==> src/rtl/strided_dma_pkg.sv <==
package strided_dma_pkg;

   typedef enum logic [1:0] {
      CSEL_LCL  = 2'd0,
      CSEL_EXT  = 2'd1,
      CSEL_RLEN = 2'd2,
      CSEL_WLEN = 2'd3
   } csel_e;

   typedef struct packed {
      logic [8:0] row_m1;   // words per row minus one
      logic [7:0] rows_m1;  // rows minus one
      logic [4:0] skip;     // words skipped between rows
   } shape_t;

   function automatic shape_t decode_shape(input logic [31:0] w);
      shape_t s;
      s.row_m1  = w[11:3];
      s.rows_m1 = w[19:12];
      s.skip    = w[27:23];
      return s;
   endfunction

endpackage

==> src/rtl/strided_dma_cfg.sv <==
module strided_dma_cfg
   import strided_dma_pkg::*;
#(
   parameter int LCL_AW = 13,
   parameter int EXT_AW = 24
) (
   input  logic              clk,
   input  logic              rst_n,
   input  logic              cfg_we,
   input  logic [1:0]        cfg_sel,
   input  logic [31:0]       cfg_wdata,
   input  logic              busy,
   input  logic              done,
   input  logic [LCL_AW-1:0] fin_lcl,
   input  logic [EXT_AW-1:0] fin_ext,
   output logic              start,
   output logic              start_dir,
   output shape_t            start_shape,
   output logic [LCL_AW-4:0] pend_lcl,
   output logic [EXT_AW-4:0] pend_ext,
   output logic [31:0]       rd_len,
   output logic [31:0]       wr_len,
   output logic [LCL_AW-1:0] rep_lcl,
   output logic [EXT_AW-1:0] rep_ext
);

   csel_e      sel;
   logic       is_len;
   logic [8:0] act_hi;

   assign sel         = csel_e'(cfg_sel);
   assign is_len      = cfg_we && (sel == CSEL_RLEN || sel == CSEL_WLEN);
   assign start       = is_len && !busy;
   assign start_dir   = (sel == CSEL_WLEN);
   assign start_shape = decode_shape(cfg_wdata);

   always_ff @(posedge clk) begin
      if (!rst_n) begin
         pend_lcl <= '0;
         pend_ext <= '0;
         rd_len   <= '0;
         wr_len   <= '0;
         rep_lcl  <= '0;
         rep_ext  <= '0;
         act_hi   <= '0;
      end else begin
         if (cfg_we && sel == CSEL_LCL) pend_lcl <= cfg_wdata[LCL_AW-1:3];
         if (cfg_we && sel == CSEL_EXT) pend_ext <= cfg_wdata[EXT_AW-1:3];
         if (start) begin
            act_hi <= cfg_wdata[31:23];
            if (start_dir) wr_len <= cfg_wdata;
            else           rd_len <= cfg_wdata;
         end
         if (done) begin
            rd_len  <= {act_hi, 11'd0, 12'hFF8};
            wr_len  <= {act_hi, 11'd0, 12'hFF8};
            rep_lcl <= fin_lcl;
            rep_ext <= fin_ext;
         end
      end
   end

   // a length write during a running move leaves both length registers alone
   assert_len_ignored_R12: assert property (@(posedge clk) disable iff (!rst_n)
      (busy && !done && is_len) |=> ($stable(rd_len) && $stable(wr_len)));

   // address writes never touch the reported addresses
   assert_addr_pending_R11: assert property (@(posedge clk) disable iff (!rst_n)
      (cfg_we && !is_len && !done) |=> ($stable(rep_lcl) && $stable(rep_ext)));

   // spent length value after completion
   assert_len_spent_R9: assert property (@(posedge clk) disable iff (!rst_n)
      done |=> (rd_len == wr_len && rd_len[11:0] == 12'hFF8 && rd_len[22:12] == 11'd0));

endmodule

==> src/rtl/strided_dma_seq.sv <==
module strided_dma_seq
   import strided_dma_pkg::*;
#(
   parameter int LCL_OFF_W = 12,
   parameter int EXT_AW    = 24
) (
   input  logic                 clk,
   input  logic                 rst_n,
   input  logic                 start,
   input  logic                 start_dir,
   input  shape_t               start_shape,
   input  logic [LCL_OFF_W-2:0] pend_lcl,
   input  logic [EXT_AW-4:0]    pend_ext,
   output logic                 busy,
   output logic                 dir,
   output logic                 bank,
   output logic [LCL_OFF_W-4:0] lcl_idx,
   output logic [EXT_AW-4:0]    ext_idx,
   output logic                 done,
   output logic [LCL_OFF_W:0]   fin_lcl,
   output logic [EXT_AW-1:0]    fin_ext
);

   localparam int LIW = LCL_OFF_W - 3;
   localparam int EWW = EXT_AW - 3;

   shape_t         shape_q;
   logic [8:0]     col_q;
   logic [7:0]     rows_left_q;
   logic [LIW-1:0] lidx_nx;
   logic [EWW-1:0] eidx_nx;
   logic [4:0]     skip_w;
   logic           row_end;
   logic           last;

   assign skip_w  = shape_q.skip;
   assign row_end = (col_q == shape_q.row_m1);
   assign last    = row_end && (rows_left_q == 8'd0);
   assign done    = busy && last;
   assign lidx_nx = lcl_idx + LIW'(1);
   assign eidx_nx = ext_idx + EWW'(1);
   assign fin_lcl = {bank, lidx_nx, 3'b000};
   assign fin_ext = {eidx_nx, 3'b000};

   always_ff @(posedge clk) begin
      if (!rst_n) begin
         busy        <= 1'b0;
         dir         <= 1'b0;
         bank        <= 1'b0;
         lcl_idx     <= '0;
         ext_idx     <= '0;
         col_q       <= '0;
         rows_left_q <= '0;
         shape_q     <= '0;
      end else if (start) begin
         busy        <= 1'b1;
         dir         <= start_dir;
         bank        <= pend_lcl[LIW];
         lcl_idx     <= pend_lcl[LIW-1:0];
         ext_idx     <= pend_ext;
         col_q       <= '0;
         rows_left_q <= start_shape.rows_m1;
         shape_q     <= start_shape;
      end else if (busy) begin
         lcl_idx <= lidx_nx;
         if (!row_end) begin
            col_q   <= col_q + 9'd1;
            ext_idx <= eidx_nx;
         end else if (last) begin
            busy    <= 1'b0;
            col_q   <= '0;
            ext_idx <= eidx_nx;
         end else begin
            col_q       <= '0;
            rows_left_q <= rows_left_q - 8'd1;
            ext_idx     <= eidx_nx + EWW'(skip_w);
         end
      end
   end

   // local index steps by one and wraps inside the bank
   assert_local_step_R4: assert property (@(posedge clk) disable iff (!rst_n)
      (busy && !last) |=> (lcl_idx == LIW'($past(lcl_idx) + LIW'(1))));

   // skip is added between rows only
   assert_row_skip_R7: assert property (@(posedge clk) disable iff (!rst_n)
      (busy && row_end && !last) |=>
      (ext_idx == EWW'($past(ext_idx) + EWW'(1) + EWW'($past(skip_w)))));

   // inside a row the external index steps by one word
   assert_in_row_step_R7: assert property (@(posedge clk) disable iff (!rst_n)
      (busy && !row_end) |=> (ext_idx == EWW'($past(ext_idx) + EWW'(1))));

   // the last word ends the busy window
   assert_done_clears_R10: assert property (@(posedge clk) disable iff (!rst_n)
      done |=> !busy);

endmodule

==> src/rtl/strided_dma_xguard.sv <==
module strided_dma_xguard #(
   parameter int EXT_AW    = 24,
   parameter int EXT_BYTES = 8388608
) (
   input  logic              beat,
   input  logic              dir,
   input  logic [EXT_AW-4:0] ext_idx,
   input  logic [63:0]       lcl_rdata,
   input  logic [63:0]       ext_rdata,
   output logic              ext_req,
   output logic              ext_we,
   output logic [EXT_AW-4:0] ext_addr,
   output logic [63:0]       ext_wdata,
   output logic              lcl_en,
   output logic              lcl_we,
   output logic [63:0]       lcl_wdata
);

   localparam int EWW  = EXT_AW - 3;
   localparam bit FULL = (longint'(EXT_BYTES) >= (longint'(1) << EXT_AW));

   logic in_range;

   generate
      if (FULL) begin : g_full_map
         assign in_range = 1'b1;
      end else begin : g_bounded
         localparam logic [EWW:0] LIMIT = (EWW+1)'(EXT_BYTES / 8);
         assign in_range = ({1'b0, ext_idx} < LIMIT);
      end
   endgenerate

   assign ext_req   = beat && in_range;
   assign ext_we    = beat && in_range && dir;
   assign ext_addr  = ext_idx;
   assign ext_wdata = lcl_rdata;
   assign lcl_en    = beat;
   assign lcl_we    = beat && !dir;
   assign lcl_wdata = in_range ? ext_rdata : 64'd0;

endmodule

==> src/rtl/strided_dma.sv <==
module strided_dma
   import strided_dma_pkg::*;
#(
   parameter int BANK_BYTES = 4096,
   parameter int EXT_AW     = 24,
   parameter int EXT_BYTES  = 8388608
) (
   input  logic                            clk,
   input  logic                            rst_n,
   input  logic                            cfg_we,
   input  logic [1:0]                      cfg_sel,
   input  logic [31:0]                     cfg_wdata,
   output logic [$clog2(BANK_BYTES):0]     lcl_addr_o,
   output logic [EXT_AW-1:0]               ext_addr_o,
   output logic [31:0]                     rd_len_o,
   output logic [31:0]                     wr_len_o,
   output logic                            busy_o,
   output logic                            lcl_en,
   output logic                            lcl_we,
   output logic                            lcl_bank,
   output logic [$clog2(BANK_BYTES)-4:0]   lcl_idx,
   output logic [63:0]                     lcl_wdata,
   input  logic [63:0]                     lcl_rdata,
   output logic                            ext_req,
   output logic                            ext_we,
   output logic [EXT_AW-4:0]               ext_addr,
   output logic [63:0]                     ext_wdata,
   input  logic [63:0]                     ext_rdata
);

   localparam int LCL_OFF_W = $clog2(BANK_BYTES);
   localparam int LCL_AW    = LCL_OFF_W + 1;

   initial begin : param_checks
      assert (BANK_BYTES >= 64 && BANK_BYTES <= 4096 && (BANK_BYTES & (BANK_BYTES - 1)) == 0)
         else $error("BANK_BYTES must be a power of two in 64..4096");
      assert (EXT_AW >= 8 && EXT_AW <= 32)
         else $error("EXT_AW out of range");
      assert (EXT_BYTES > 0 && EXT_BYTES % 8 == 0)
         else $error("EXT_BYTES must be a positive multiple of 8");
   end

   logic              start, start_dir, done, beat, dir;
   shape_t            start_shape;
   logic [LCL_AW-4:0] pend_lcl;
   logic [EXT_AW-4:0] pend_ext;
   logic [EXT_AW-4:0] ext_idx;
   logic [LCL_AW-1:0] fin_lcl;
   logic [EXT_AW-1:0] fin_ext;

   strided_dma_cfg #(.LCL_AW(LCL_AW), .EXT_AW(EXT_AW)) u_cfg (
      .clk(clk), .rst_n(rst_n), .cfg_we(cfg_we), .cfg_sel(cfg_sel), .cfg_wdata(cfg_wdata),
      .busy(beat), .done(done), .fin_lcl(fin_lcl), .fin_ext(fin_ext),
      .start(start), .start_dir(start_dir), .start_shape(start_shape),
      .pend_lcl(pend_lcl), .pend_ext(pend_ext), .rd_len(rd_len_o), .wr_len(wr_len_o),
      .rep_lcl(lcl_addr_o), .rep_ext(ext_addr_o)
   );

   strided_dma_seq #(.LCL_OFF_W(LCL_OFF_W), .EXT_AW(EXT_AW)) u_seq (
      .clk(clk), .rst_n(rst_n), .start(start), .start_dir(start_dir),
      .start_shape(start_shape), .pend_lcl(pend_lcl), .pend_ext(pend_ext),
      .busy(beat), .dir(dir), .bank(lcl_bank), .lcl_idx(lcl_idx), .ext_idx(ext_idx),
      .done(done), .fin_lcl(fin_lcl), .fin_ext(fin_ext)
   );

   strided_dma_xguard #(.EXT_AW(EXT_AW), .EXT_BYTES(EXT_BYTES)) u_guard (
      .beat(beat), .dir(dir), .ext_idx(ext_idx), .lcl_rdata(lcl_rdata), .ext_rdata(ext_rdata),
      .ext_req(ext_req), .ext_we(ext_we), .ext_addr(ext_addr), .ext_wdata(ext_wdata),
      .lcl_en(lcl_en), .lcl_we(lcl_we), .lcl_wdata(lcl_wdata)
   );

   assign busy_o = beat;

   // a local write with no external fetch must carry zeros
   assert_zero_fill_R5: assert property (@(posedge clk) disable iff (!rst_n)
      (lcl_we && !ext_req) |-> (lcl_wdata == 64'd0));

   // an external write strobe only occurs while reading the local bank
   assert_wr_strobe_dir_R6: assert property (@(posedge clk) disable iff (!rst_n)
      ext_we |-> (lcl_en && !lcl_we && ext_req));

   // no memory traffic outside the busy window
   assert_idle_quiet_R10: assert property (@(posedge clk) disable iff (!rst_n)
      !busy_o |-> (!lcl_en && !ext_req));

endmodule

==> config.mk <==
export PLATFORM = sky130hd
export DESIGN_NAME = strided_dma
export DESIGN_NICKNAME = d
export VERILOG_FILES = /design/src/rtl/strided_dma_pkg.sv /design/src/rtl/strided_dma_cfg.sv /design/src/rtl/strided_dma_seq.sv /design/src/rtl/strided_dma_xguard.sv /design/src/rtl/strided_dma.sv
export SDC_FILE = /design/constraint.sdc
export NUM_CORES = 1
export LEC_CHECK = 0
export ABC_AREA = 1
export BUFFER_PORTS_ARGS = -buffer_cell sky130_fd_sc_hd__clkbuf_2
export CORE_AREA = 2 2 169 171
export DETAILED_ROUTE_END_ITERATION = 12
export DIE_AREA = 0 0 171 173
export GPL_TIMING_DRIVEN = 0
export PLACE_DENSITY = 0.69
export SYNTH_ARGS = -nofsm -noshare
export SYNTH_HDL_FRONTEND = slang
export SYNTH_SLANG_ARGS = --single-unit
==> constraint.sdc <==
create_clock -name clk -period 4.22 [get_ports clk]
set_input_delay 0.844 -clock clk [delete_from_list [all_inputs] [get_ports clk]]
set_output_delay 0.844 -clock clk [all_outputs]
set_load 0.02 [all_outputs]
==> run_results.csv, run 1 <==
group,metric,value,unit
power_and_ir_drop,p_leak,6.20,nW
timing,tightestPinTransition,0.832,ns
timing,slew_violations,0,
cells_and_area,areaGrowthSynthToFinish,29.3,%
cells_and_area,multi_input_area,4700,sq um
floorplan,dieArea,29600,sq um
worst_setup_path,ff2ff_path_depth,15,
clock_tree,tritoncts,"done",
timing,clock_skew,0.0166,ns
clock_tree,path_clk_slew,0.08,ns
synthesis,synthDistinctLibCells,43,
placement,numPortBuffers,357,
power_and_ir_drop,p_seq_frac,0.425,
placement,gp_congestion,0.922,
worst_setup_path,crit_path_top_delay_cell,"clkbuf_1",
synthesis,synthCells,1468,
placement,place_hpwl,29600,um
power_and_ir_drop,p_int,0.00312,W
clock_tree,cts_resized,0,
routing,drt-pass1-iter-count,7,
cells_and_area,regArea,3880,sq um
synthesis,yosysWarnings,0,
floorplan,pin_count,430,
routing,first_iter_violations,978,
synthesis,ys_seq_area_frac,0.390,
floorplan,die_y,173,um
cells_and_area,nFillCells,2829,
clock_tree,clock_latency,0.46,ns
timing,timing.hold.ws,0.462,ns
floorplan,initial_core_util,0.361,
power_and_ir_drop,power.density,369,nW/um^2
placement,dpl.cell_count,2208,
worst_setup_path,end_kind,"output port",
worst_setup_path,critPathLaunch,"u_seq.ext_idx[20]$_SDFFE_PN0P_",
worst_setup_path,cp-start-kind,"register",
worst_setup_path,endpoint,"lcl_wdata[40]",
worst_setup_path,r2r-start,"u_seq.ext_idx[0]$_SDFFE_PN0P_",
cells_and_area,fin_cells,2243,
timing,rsz0062_at_grt,"no",
power_and_ir_drop,clkPwrFrac,0.364,
timing,max_freq,303,MHz
global_route,grt_max_degree,22,
worst_setup_path,critPathMaxStageDelay,0.56,ns
timing,fin_crit_sh,0.783,
synthesis,synth-edff-count,0,
synthesis,async_reset_ff_frac,0,
floorplan,coreArea,27600,sq um
clock_tree,cts_hold_buffers,0,
routing,ant_nets,0,
global_route,grt_pass1_wl,56200,um
synthesis,netlist_area,9960,sq um
worst_setup_path,cp_data_arrival_time,2.46,ns
routing,drc_errors,0,
global_route,antenna_found_initial,2,
synthesis,synth_ff_type,"dfxtp_1",
clock_tree,cts_setup_buffers,0,
hold_path,hp-class,"reg2reg",
clock_tree,clockBufferDepth,2,
power_and_ir_drop,ir_drop,0.255,mV
routing,wl_per_cell,16.7,um
routing,vias,11100,
timing,fin_crit,3.30,ns
global_route,overflow,0,
worst_setup_path,critPathMaxFanout,10,
timing,slew_headroom,0.445,
worst_setup_path,r2r-end,"u_seq.ext_idx[10]$_SDFFE_PN0P_",
synthesis,syn_area_per_cell,6.79,sq um
global_route,track_usage,0.244,
run,timing.max_cap.violations,0,
synthesis,synth-seq-cells,194,
clock_tree,clock-root-buffer,"clkbuf_16",
power_and_ir_drop,combPwrFrac,0.211,
cells_and_area,finalNetCount,2024,
clock_tree,numCtsBuffers,17,
floorplan,dieWidth,171,um
clock_tree,cts.htree.levels,4,
worst_setup_path,crit_type,"reg2out",
floorplan,row_count,61,
worst_setup_path,cp_common_cell,"clkbuf_1",
worst_setup_path,r2r_slack,1.06,ns
global_route,first_global_vias,9997,
timing,setup_violations,0,
routing,viasPerCell,4.93,
clock_tree,clock-sinks,194,
cells_and_area,finish.utilization,0.466,
power_and_ir_drop,sw_frac_of_total,0.342,
routing,wirelength,37500,um
cells_and_area,layout-drive-gt1-share,0.278,
worst_setup_path,crit_chain,"clkbuf_1, clkbuf_1, clkbuf_1, nor2_1, clkbuf_2",
run_status,outcome,"finished, final reports clean",
worst_setup_path,required,3.38,ns
power_and_ir_drop,switchingPower,0.00163,W
timing,hold_viol,0,
timing,tns,0,ns
## cell usage after synthesis, types with 4 or more instances
cell type  count  area, sq um
a21oi_1      120          601
ha_1           9          113
nand3_1       62          310
o21bai_1       4         30.0
nand2_2       11         68.8
clkbuf_1      49          184
xor2_1        16          140
buf_4         73          548
nor2_1       213          800
o211ai_1       4         30.0
nor3_1         8         40.0
dfxtp_1      194         3880
nand2_1      310         1160
nor2_4         9          101
nand4_1        8         50.1
xnor2_1       10         87.6
buf_1          6         22.5
inv_1        149          559
inv_2          4         15.0
o22ai_1       12         75.1
nor2_2         9         56.3
o21ai_0      104          521
o21ai_1        5         25.0
a211oi_1       5         37.5
buf_2         12         60.1
a31oi_1       35          219
## layer usage
metal  vias to the layer above  track usage  part of all wire
li1                       5411            -                 -
met1                      5115        0.349              0.45
met2                       507        0.380              0.45
met3                        33       0.0458             0.083
met4                         0       0.0569             0.015
met5                         -            0                 0
## area by class of cell
type | instances | share of cell area
clock inverter | 15 | 0.0162
sequential | 194 | 0.301
buffer | 140 | 0.0632
inverter | 156 | 0.0455
timing repair buffer | 357 | 0.139
tap | 378 | 0.0367
antenna | 3 | 0.000583
clock buffer | 17 | 0.0330
multi-input combinational | 983 | 0.365
## worst min-delay path by stage
stage	start	endpoint	slack, ns	cells after the start
floorplan	u_cfg.pend_ext[15]$_SDFFE_PN0P_	u_cfg.pend_ext[15]$_SDFFE_PN0P_	0.42	2
global placement	u_cfg.act_hi[6]$_SDFFE_PN0P_	u_cfg.act_hi[6]$_SDFFE_PN0P_	0.44	2
detailed placement	u_cfg.act_hi[6]$_SDFFE_PN0P_	u_cfg.act_hi[6]$_SDFFE_PN0P_	0.45	2
CTS	u_cfg.pend_ext[15]$_SDFFE_PN0P_	u_cfg.pend_ext[15]$_SDFFE_PN0P_	0.46	2
global route	u_cfg.pend_ext[15]$_SDFFE_PN0P_	u_cfg.pend_ext[15]$_SDFFE_PN0P_	0.49	2
finish	u_cfg.pend_ext[15]$_SDFFE_PN0P_	u_cfg.pend_ext[15]$_SDFFE_PN0P_	0.46	2
## critical path, delay by kind of cell (launching register included)
family	cells	cell delay, ns
buf+inv	4	1.52
flops	1	0.32
simple gates	1	0.18
## logic make-up after synthesis
group | share of synthesized area
and+or+nand+nor | 0.271
AOI/OAI and AO/OA | 0.162
buffers and inverters | 0.141
DFF | 0.390
xor gates and xnor gates | 0.0229
adders and majority gates | 0.0133
other | 0.000376
## flip-flops by register name (all words and copies together) (netlist names), 10 cells and up
| register | flops |
|---|---|
| u_cfg.pend_ext | 21 |
| u_cfg.pend_lcl | 10 |
| u_cfg.rd_len | 32 |
| u_cfg.rep_ext | 21 |
| u_cfg.rep_lcl | 10 |
| u_cfg.wr_len | 32 |
| u_seq.ext_idx | 21 |
## cells in the final DEF, fill, tap and decap left out, types with 17 or more instances in the layout
| master | Yosys | layout |
|---|---|---|
| inv_1 | 149 | 149 |
| clkbuf_1 | 49 | 49 |
| buf_4 | 73 | 73 |
| a31oi_1 | 35 | 35 |
| o21ai_0 | 104 | 104 |
| clkbuf_2 | 0 | 357 |
| nor2_1 | 213 | 213 |
| clkbuf_16 | 0 | 17 |
| dfxtp_1 | 194 | 194 |
| nand3_1 | 62 | 62 |
| nand2_1 | 310 | 310 |
| a21oi_1 | 120 | 120 |
## stage by stage
stage / total power (W) / instance area (sq um) / worst slack, ns
final: 0.00475 / 12900 / 0.916
after detailed placement: 0.00305 / 12200 / 1.07
after global routing: 0.00493 / 12900 / 0.720
after CTS: 0.00475 / 12900 / 0.858
after floorplan: 0.00267 / 9980 / 1.57
after global placement: 0.00304 / 12200 / 1.13
## power groups by stage
stage / Sequential (W) / Combinational (W) / Clock, W
floorplan: 0.00211 / 0.000563 / 0
global placement: 0.00206 / 0.000981 / 0
detailed placement: 0.00206 / 0.000991 / 0
CTS: 0.00201 / 0.000996 / 0.00174
global route: 0.00203 / 0.00109 / 0.00181
finish: 0.00202 / 0.00100 / 0.00173
(Power assumes the default switching activity.)
==> run 2: changes to the inputs <==
--- a/config.mk
+++ b/config.mk
@@ -5,11 +5,11 @@
 export SDC_FILE = /design/constraint.sdc
 export NUM_CORES = 1
 export LEC_CHECK = 0
-export ABC_AREA = 1
+export ABC_AREA = 0
 export BUFFER_PORTS_ARGS = -buffer_cell sky130_fd_sc_hd__clkbuf_2
-export CORE_AREA = 2 2 169 171
+export CORE_AREA = 2 2 168 170
 export DETAILED_ROUTE_END_ITERATION = 12
-export DIE_AREA = 0 0 171 173
+export DIE_AREA = 0 0 170 172
 export GPL_TIMING_DRIVEN = 0
 export PLACE_DENSITY = 0.69
 export SYNTH_ARGS = -nofsm -noshare
==> constraint.sdc (replaced) <==
create_clock -name clk -period 3.41 [get_ports clk]
set_input_delay 0.682 -clock clk [delete_from_list [all_inputs] [get_ports clk]]
set_output_delay 0.682 -clock clk [all_outputs]
set_load 0.02 [all_outputs]
==> run_results.csv, run 2 <==
group,metric,value,unit
synthesis,synth_ff_type,"dfxtp_1",
placement,numPortBuffers,359,
global_route,antenna_found_initial,0,
synthesis,yosysWarnings,0,
floorplan,pin_count,430,
cells_and_area,layout-drive-gt1-share,0.310,
clock_tree,cts.htree.levels,4,
routing,wl_per_cell,18.1,um
power_and_ir_drop,combPwrFrac,0.208,
cells_and_area,final_common_cell,"clkbuf_2",
placement,place_hpwl,27700,um
cells_and_area,layout_common_cells,"clkbuf_2, nand2_1, dfxtp_1",
timing,setup_violations,0,
global_route,first_global_vias,8930,
power_and_ir_drop,switchingPower,0.00187,W
worst_setup_path,cp_common_cell,"ha_1",
synthesis,yosysTopAreaCell,"dfxtp_1",
global_route,track_usage,0.231,
routing,routed-wl-met3,2910,um
worst_setup_path,cp-start-kind,"register",
routing,wirelength,35500,um
timing,fin_crit,3.20,ns
clock_tree,clockBufferDepth,2,
power_and_ir_drop,power,0.00569,W
worst_setup_path,critPathMaxFanout,8,
run,timing.max_cap.violations,0,
worst_setup_path,crit_chain,"ha_1, nand3_2, xnor2_2, ha_1, o21a_1, o31a_1, nor2_1, nor4_1, and4_4, a211oi_1, a2111oi_2",
cells_and_area,antenna_cells,0,
worst_setup_path,crit_path_top_delay_cell,"dfxtp_1",
clock_tree,cts_hold_buffers,0,
global_route,grt_max_degree,20,
routing,topRoutingLayerUsed,"met4",
global_route,grt_pass1_wl,51700,um
floorplan,row_count,61,
floorplan,die_y,172,um
placement,gp_congestion,0.911,
timing,tns,0,ns
floorplan,coreArea,27500,sq um
routing,ant_nets,0,
timing,fin_crit_sh,0.939,
synthesis,syn_area_per_cell,7.96,sq um
routing,vias,10000,
power_and_ir_drop,clkPwrFrac,0.362,
synthesis,synthDistinctLibCells,65,
routing,drc_errors,0,
power_and_ir_drop,power.density,453,nW/um^2
synthesis,yosysMostFrequentCell,"nand2_1",
synthesis,synth_area_leaders,"dfxtp_1, nand2_1, a21oi_1, buf_4, nor2b_1",
synthesis,synth-edff-count,0,
floorplan,initial_core_util,0.354,
power_and_ir_drop,ir_drop,0.294,mV
cells_and_area,finalNetCount,1778,
synthesis,async_reset_ff_frac,0,
worst_setup_path,cp_data_arrival_time,3.54,ns
clock_tree,clock-sinks,194,
synthesis,synth-seq-cells,194,
synthesis,synthCells,1220,
worst_setup_path,required,3.75,ns
power_and_ir_drop,p_int,0.00382,W
clock_tree,numCtsBuffers,17,
routing,drt-pass1-iter-count,5,
routing,wl_met2,15500,um
power_and_ir_drop,sw_frac_of_total,0.328,
timing,clock_skew,0.0121,ns
timing,rsz0062_at_grt,"no",
worst_setup_path,end_kind,"register",
cells_and_area,areaGrowthSynthToFinish,29.2,%
timing,slew_headroom,0.452,
clock_tree,clock-root-buffer,"clkbuf_16",
cells_and_area,top_regs,"u_cfg.rd_len: 32 flops, u_cfg.wr_len: 32 flops",
routing,first_iter_violations,791,
routing,wl_met1,16600,um
synthesis,netlist_area,9720,sq um
power_and_ir_drop,p_leak,5.40,nW
hold_path,hp-class,"reg2reg",
run_status,outcome,"finished, final reports clean",
floorplan,dieArea,29200,sq um
power_and_ir_drop,p_seq_frac,0.430,
cells_and_area,multi_input_area,4910,sq um
cells_and_area,nFillCells,2737,
timing,slew_violations,0,
routing,viasPerCell,5.12,
worst_setup_path,critPathMaxStageDelay,0.52,ns
floorplan,dieWidth,170,um
cells_and_area,regArea,3880,sq um
worst_setup_path,crit_type,"reg2reg",
synthesis,yosysTopAreaCellShare,0.400,
timing,tightestPinTransition,0.822,ns
global_route,overflow,0,
timing,hold_viol,0,
clock_tree,path_clk_slew,0.08,ns
synthesis,ys_seq_area_frac,0.400,
clock_tree,clock_latency,0.45,ns
timing,max_freq,312,MHz
clock_tree,tritoncts,"done",
synthesis,netlist_top_cells_count,"nand2_1, dfxtp_1, a21oi_1",
## run 2: routing by layer
metal / vias up / global-route usage
met3: 44 / 0.0508
met2: 467 / 0.345
met5: - / 0
met1: 4668 / 0.337
met4: 0 / 0.0598
li1: 4858 / -
## run 2: worst max-delay path: cells and delay by family (launching register included)
| family | cells | cell delay (ns) |
|---|---|---|
| AND/OR/NAND/NOR | 4 | 0.94 |
| AO/OA/AOI/OAI | 4 | 0.73 |
| adder cells (fa/ha/maj) | 2 | 0.69 |
| flip-flops | 1 | 0.52 |
| XOR/XNOR | 1 | 0.22 |
## run 2: cell families after synthesis
group,after synthesis,share of synthesized area
AND/OR/NAND/NOR,498,0.246
AO/OA/AOI/OAI,265,0.166
flip-flops,194,0.400
buffers and inverters,172,0.0976
XOR/XNOR,58,0.0531
multiplexers,22,0.0232
adder cells (fa/ha/maj),10,0.0136
other,1,0.000386
## run 2: final timing paths
path | slack [ns] | cells past startpoint | startpoint | end
setup / recovery | 0.21 | 11 | u_seq.ext_idx[1]$_SDFFE_PN0P_ | u_seq.ext_idx[16]$_SDFFE_PN0P_
hold / removal | 0.45 | 2 | u_cfg.pend_ext[8]$_SDFFE_PN0P_ | u_cfg.pend_ext[8]$_SDFFE_PN0P_
setup reg to reg | 0.21 | 11 | u_seq.ext_idx[1]$_SDFFE_PN0P_ | u_seq.ext_idx[16]$_SDFFE_PN0P_
hold reg to reg | 0.45 | 2 | u_cfg.pend_ext[8]$_SDFFE_PN0P_ | u_cfg.pend_ext[8]$_SDFFE_PN0P_
## run 2: power by group through the flow
stage	clock network (W)	logic (W)	registers, W
3_3_place_gp	0	0.00115	0.00250
5_1_grt	0.00216	0.00128	0.00246
2_1_floorplan	0	0.000663	0.00256
3_5_place_dp	0	0.00117	0.00250
6_report	0.00206	0.00118	0.00245
4_1_cts	0.00207	0.00117	0.00245
## run 2: layout make-up
class | instances | area share
multi-input combinational | 859 | 0.391
timing repair buffer | 359 | 0.143
buffer | 157 | 0.0710
sequential | 194 | 0.309
clock inverter | 14 | 0.0125
tap | 346 | 0.0345
clock buffer | 18 | 0.0342
inverter | 15 | 0.00448
## run 2: repair_timing
action,CTS,global route
resized for setup,0,1
endpoints found under the hold margin,0,0
setup endpoints to repair,0,1
buffers inserted,0,0
## run 2: metrics by stage
| step | cell area (sq um) | hold slack [ns] | utilization | instances | setup slack [ns] |
|---|---|---|---|---|---|
| floorplan | 9740 | 0.431 | - | 1225 | 0.706 |
| global placement | 12000 | 0.438 | 0.435 | 1930 | 0.329 |
| detailed placement | 12000 | 0.443 | 0.435 | 1930 | 0.288 |
| CTS | 12600 | 0.453 | 0.457 | 1962 | 0.230 |
| global route | 12600 | 0.468 | 0.457 | 1962 | 0.0154 |
| finish | 12600 | 0.453 | 0.457 | 1962 | 0.206 |
==> run 3: changes to the inputs <==
--- a/config.mk
+++ b/config.mk
@@ -12,6 +12,7 @@
 export DIE_AREA = 0 0 170 172
 export GPL_TIMING_DRIVEN = 0
 export PLACE_DENSITY = 0.69
+export SETUP_SLACK_MARGIN = 0.5
 export SYNTH_ARGS = -nofsm -noshare
 export SYNTH_HDL_FRONTEND = slang
 export SYNTH_SLANG_ARGS = --single-unit
==> run_results.csv, run 3 (synthesized netlist as in run 2, its figures left out) <==
group,metric,value,unit
run_status,outcome,"finished, final reports clean",
routing,wirelength,35800,um
power_and_ir_drop,p_leak,5.43,nW
routing,vias,10100,
timing,fin_crit_sh,0.814,
timing,clock_skew,0.0106,ns
routing,wl_per_cell,18.2,um
floorplan,dieArea,29200,sq um
cells_and_area,areaGrowthSynthToFinish,30.3,%
clock_tree,clock-sinks,194,
clock_tree,clock_latency,0.45,ns
clock_tree,numCtsBuffers,17,
clock_tree,clock-root-buffer,"clkbuf_16",
worst_setup_path,cp_data_arrival_time,2.09,ns
placement,numPortBuffers,359,
timing,hold_viol,0,
clock_tree,cts.htree.levels,4,
power_and_ir_drop,ir_drop,0.293,mV
global_route,first_global_vias,8955,
timing,tightestPinTransition,0.859,ns
placement,place_hpwl,27700,um
routing,topRoutingLayerUsed,"met4",
worst_setup_path,cp-start-kind,"register",
timing,setup_ws,0.635,ns
timing,fin_crit,2.77,ns
placement,place_ws,0.288,ns
routing,drc_errors,0,
clock_tree,cts_hold_buffers,0,
routing,drt-pass1-iter-count,5,
timing,slew_headroom,0.427,
power_and_ir_drop,switchingPower,0.00187,W
worst_setup_path,crit_chain,"clkbuf_2, inv_1, clkbuf_1, nor2_1, and2_1, clkbuf_2",
worst_setup_path,required,2.73,ns
floorplan,pin_count,430,
floorplan,coreArea,27500,sq um
placement,post_dp_cell_area,12000,sq um
worst_setup_path,end_kind,"output port",
cells_and_area,finish.utilization,0.461,
cells_and_area,top_regs,"u_cfg.rd_len: 32 flops, u_cfg.wr_len: 32 flops",
cells_and_area,multi_input_area,4980,sq um
cells_and_area,fin_area,12700,sq um
worst_setup_path,cp_common_cell,"clkbuf_2",
cells_and_area,finalNetCount,1781,
global_route,antenna_found_initial,0,
global_route,grt_pass1_wl,51800,um
routing,first_iter_violations,794,
run,timing.max_cap.violations,0,
routing,routed-wl-met3,3000,um
routing,wl_met2,15700,um
global_route,overflow,0,
routing,ant_nets,0,
floorplan,die_y,172,um
worst_setup_path,r2r_slack,0.68,ns
floorplan,initial_core_util,0.354,
global_route,grt_max_degree,20,
timing,tns,0,ns
worst_setup_path,crit_type,"reg2out",
clock_tree,clockBufferDepth,2,
cells_and_area,layout_common_cells,"clkbuf_2, nand2_1, dfxtp_1",
worst_setup_path,critPathMaxStageDelay,0.49,ns
clock_tree,tritoncts,"done",
worst_setup_path,path_buf_inv,4,
timing,slew_violations,0,
power_and_ir_drop,sw_frac_of_total,0.328,
clock_tree,path_clk_slew,0.08,ns
cells_and_area,layout-drive-gt1-share,0.320,
timing,max_freq,360,MHz
timing,timing.hold.ws,0.452,ns
hold_path,hp-class,"reg2reg",
routing,viasPerCell,5.12,
power_and_ir_drop,clkPwrFrac,0.360,
cells_and_area,final_common_cell,"clkbuf_2",
power_and_ir_drop,power.density,451,nW/um^2
routing,wl_met1,16500,um
timing,rsz0062_at_grt,"no",
floorplan,row_count,61,
cells_and_area,nFillCells,2724,
floorplan,dieWidth,170,um
worst_setup_path,critPathMaxFanout,10,
worst_setup_path,path_delay_family,"buffers and inverters",
cells_and_area,antenna_cells,0,
cells_and_area,regArea,3890,sq um
global_route,track_usage,0.232,
placement,gp_congestion,0.911,
power_and_ir_drop,p_seq_frac,0.429,
power_and_ir_drop,p_int,0.00383,W
worst_setup_path,crit_path_top_delay_cell,"clkbuf_1",
timing,setup_violations,0,
power_and_ir_drop,combPwrFrac,0.210,
-- run 3: cell types whose count changed in the layout (fill, tap and decap cells not counted), moves of 2 or more --
cell and delta:
buf_4 +3, nor2_1 -2, nor2_2 +2, ha_1 -3
clkbuf_1 -2, dfxtp_1 -2, ha_2 +2
-- run 3: path summary, 6_finish.rpt --
path	depth (start not counted)	start	end
setup / recovery	6	u_seq.busy$_SDFF_PN0_	ext_we
hold / removal	2	u_cfg.pend_ext[0]$_SDFFE_PN0P_	u_cfg.pend_ext[0]$_SDFFE_PN0P_
setup reg to reg	12	u_seq.ext_idx[0]$_SDFFE_PN0P_	u_seq.ext_idx[16]$_SDFFE_PN0P_
hold reg to reg	2	u_cfg.pend_ext[0]$_SDFFE_PN0P_	u_cfg.pend_ext[0]$_SDFFE_PN0P_
-- run 3: timing repair --
action                                  4_1_cts  5_1_grt
resized for setup                             5       18
pin swaps                                     0        6
endpoints found under the setup margin        8       11
buffers inserted                              0        3
-- run 3: power groups by stage --
stage	Clock, W	Combinational (W)	Sequential [W]
2_1_floorplan	0	0.000663	0.00256
3_3_place_gp	0	0.00115	0.00250
3_5_place_dp	0	0.00117	0.00250
4_1_cts	0.00207	0.00117	0.00245
5_1_grt	0.00216	0.00129	0.00246
6_report	0.00206	0.00120	0.00245
-- run 3: through the flow --
step,std cells,total power [W]
detailed placement,1930,0.00367
global placement,1930,0.00365
CTS,1962,0.00569
finish,1965,0.00571
floorplan,1225,0.00323
global route,1965,0.00591
-- run 3: tightest hold or removal path, stage by stage, from the launching register on --
cell and delay, ns:
dfxtp_1 0.31, nand2_1 0.05, a21oi_1 0.05
-- run 3: metal layers --
metal | vias up | global-route usage
li1 | 4866 | -
met1 | 4675 | 0.337
met2 | 476 | 0.346
met3 | 45 | 0.0508
met4 | 0 | 0.0598
met5 | - | 0
-- run 3: final cells by class --
cell class / count / share of cell area
buffer: 157 / 0.0711
clock buffer: 18 / 0.0339
clock inverter: 14 / 0.0124
inverter: 15 / 0.00445
multi-input combinational: 859 / 0.393
sequential: 194 / 0.307
tap: 346 / 0.0342
timing repair buffer: 362 / 0.144
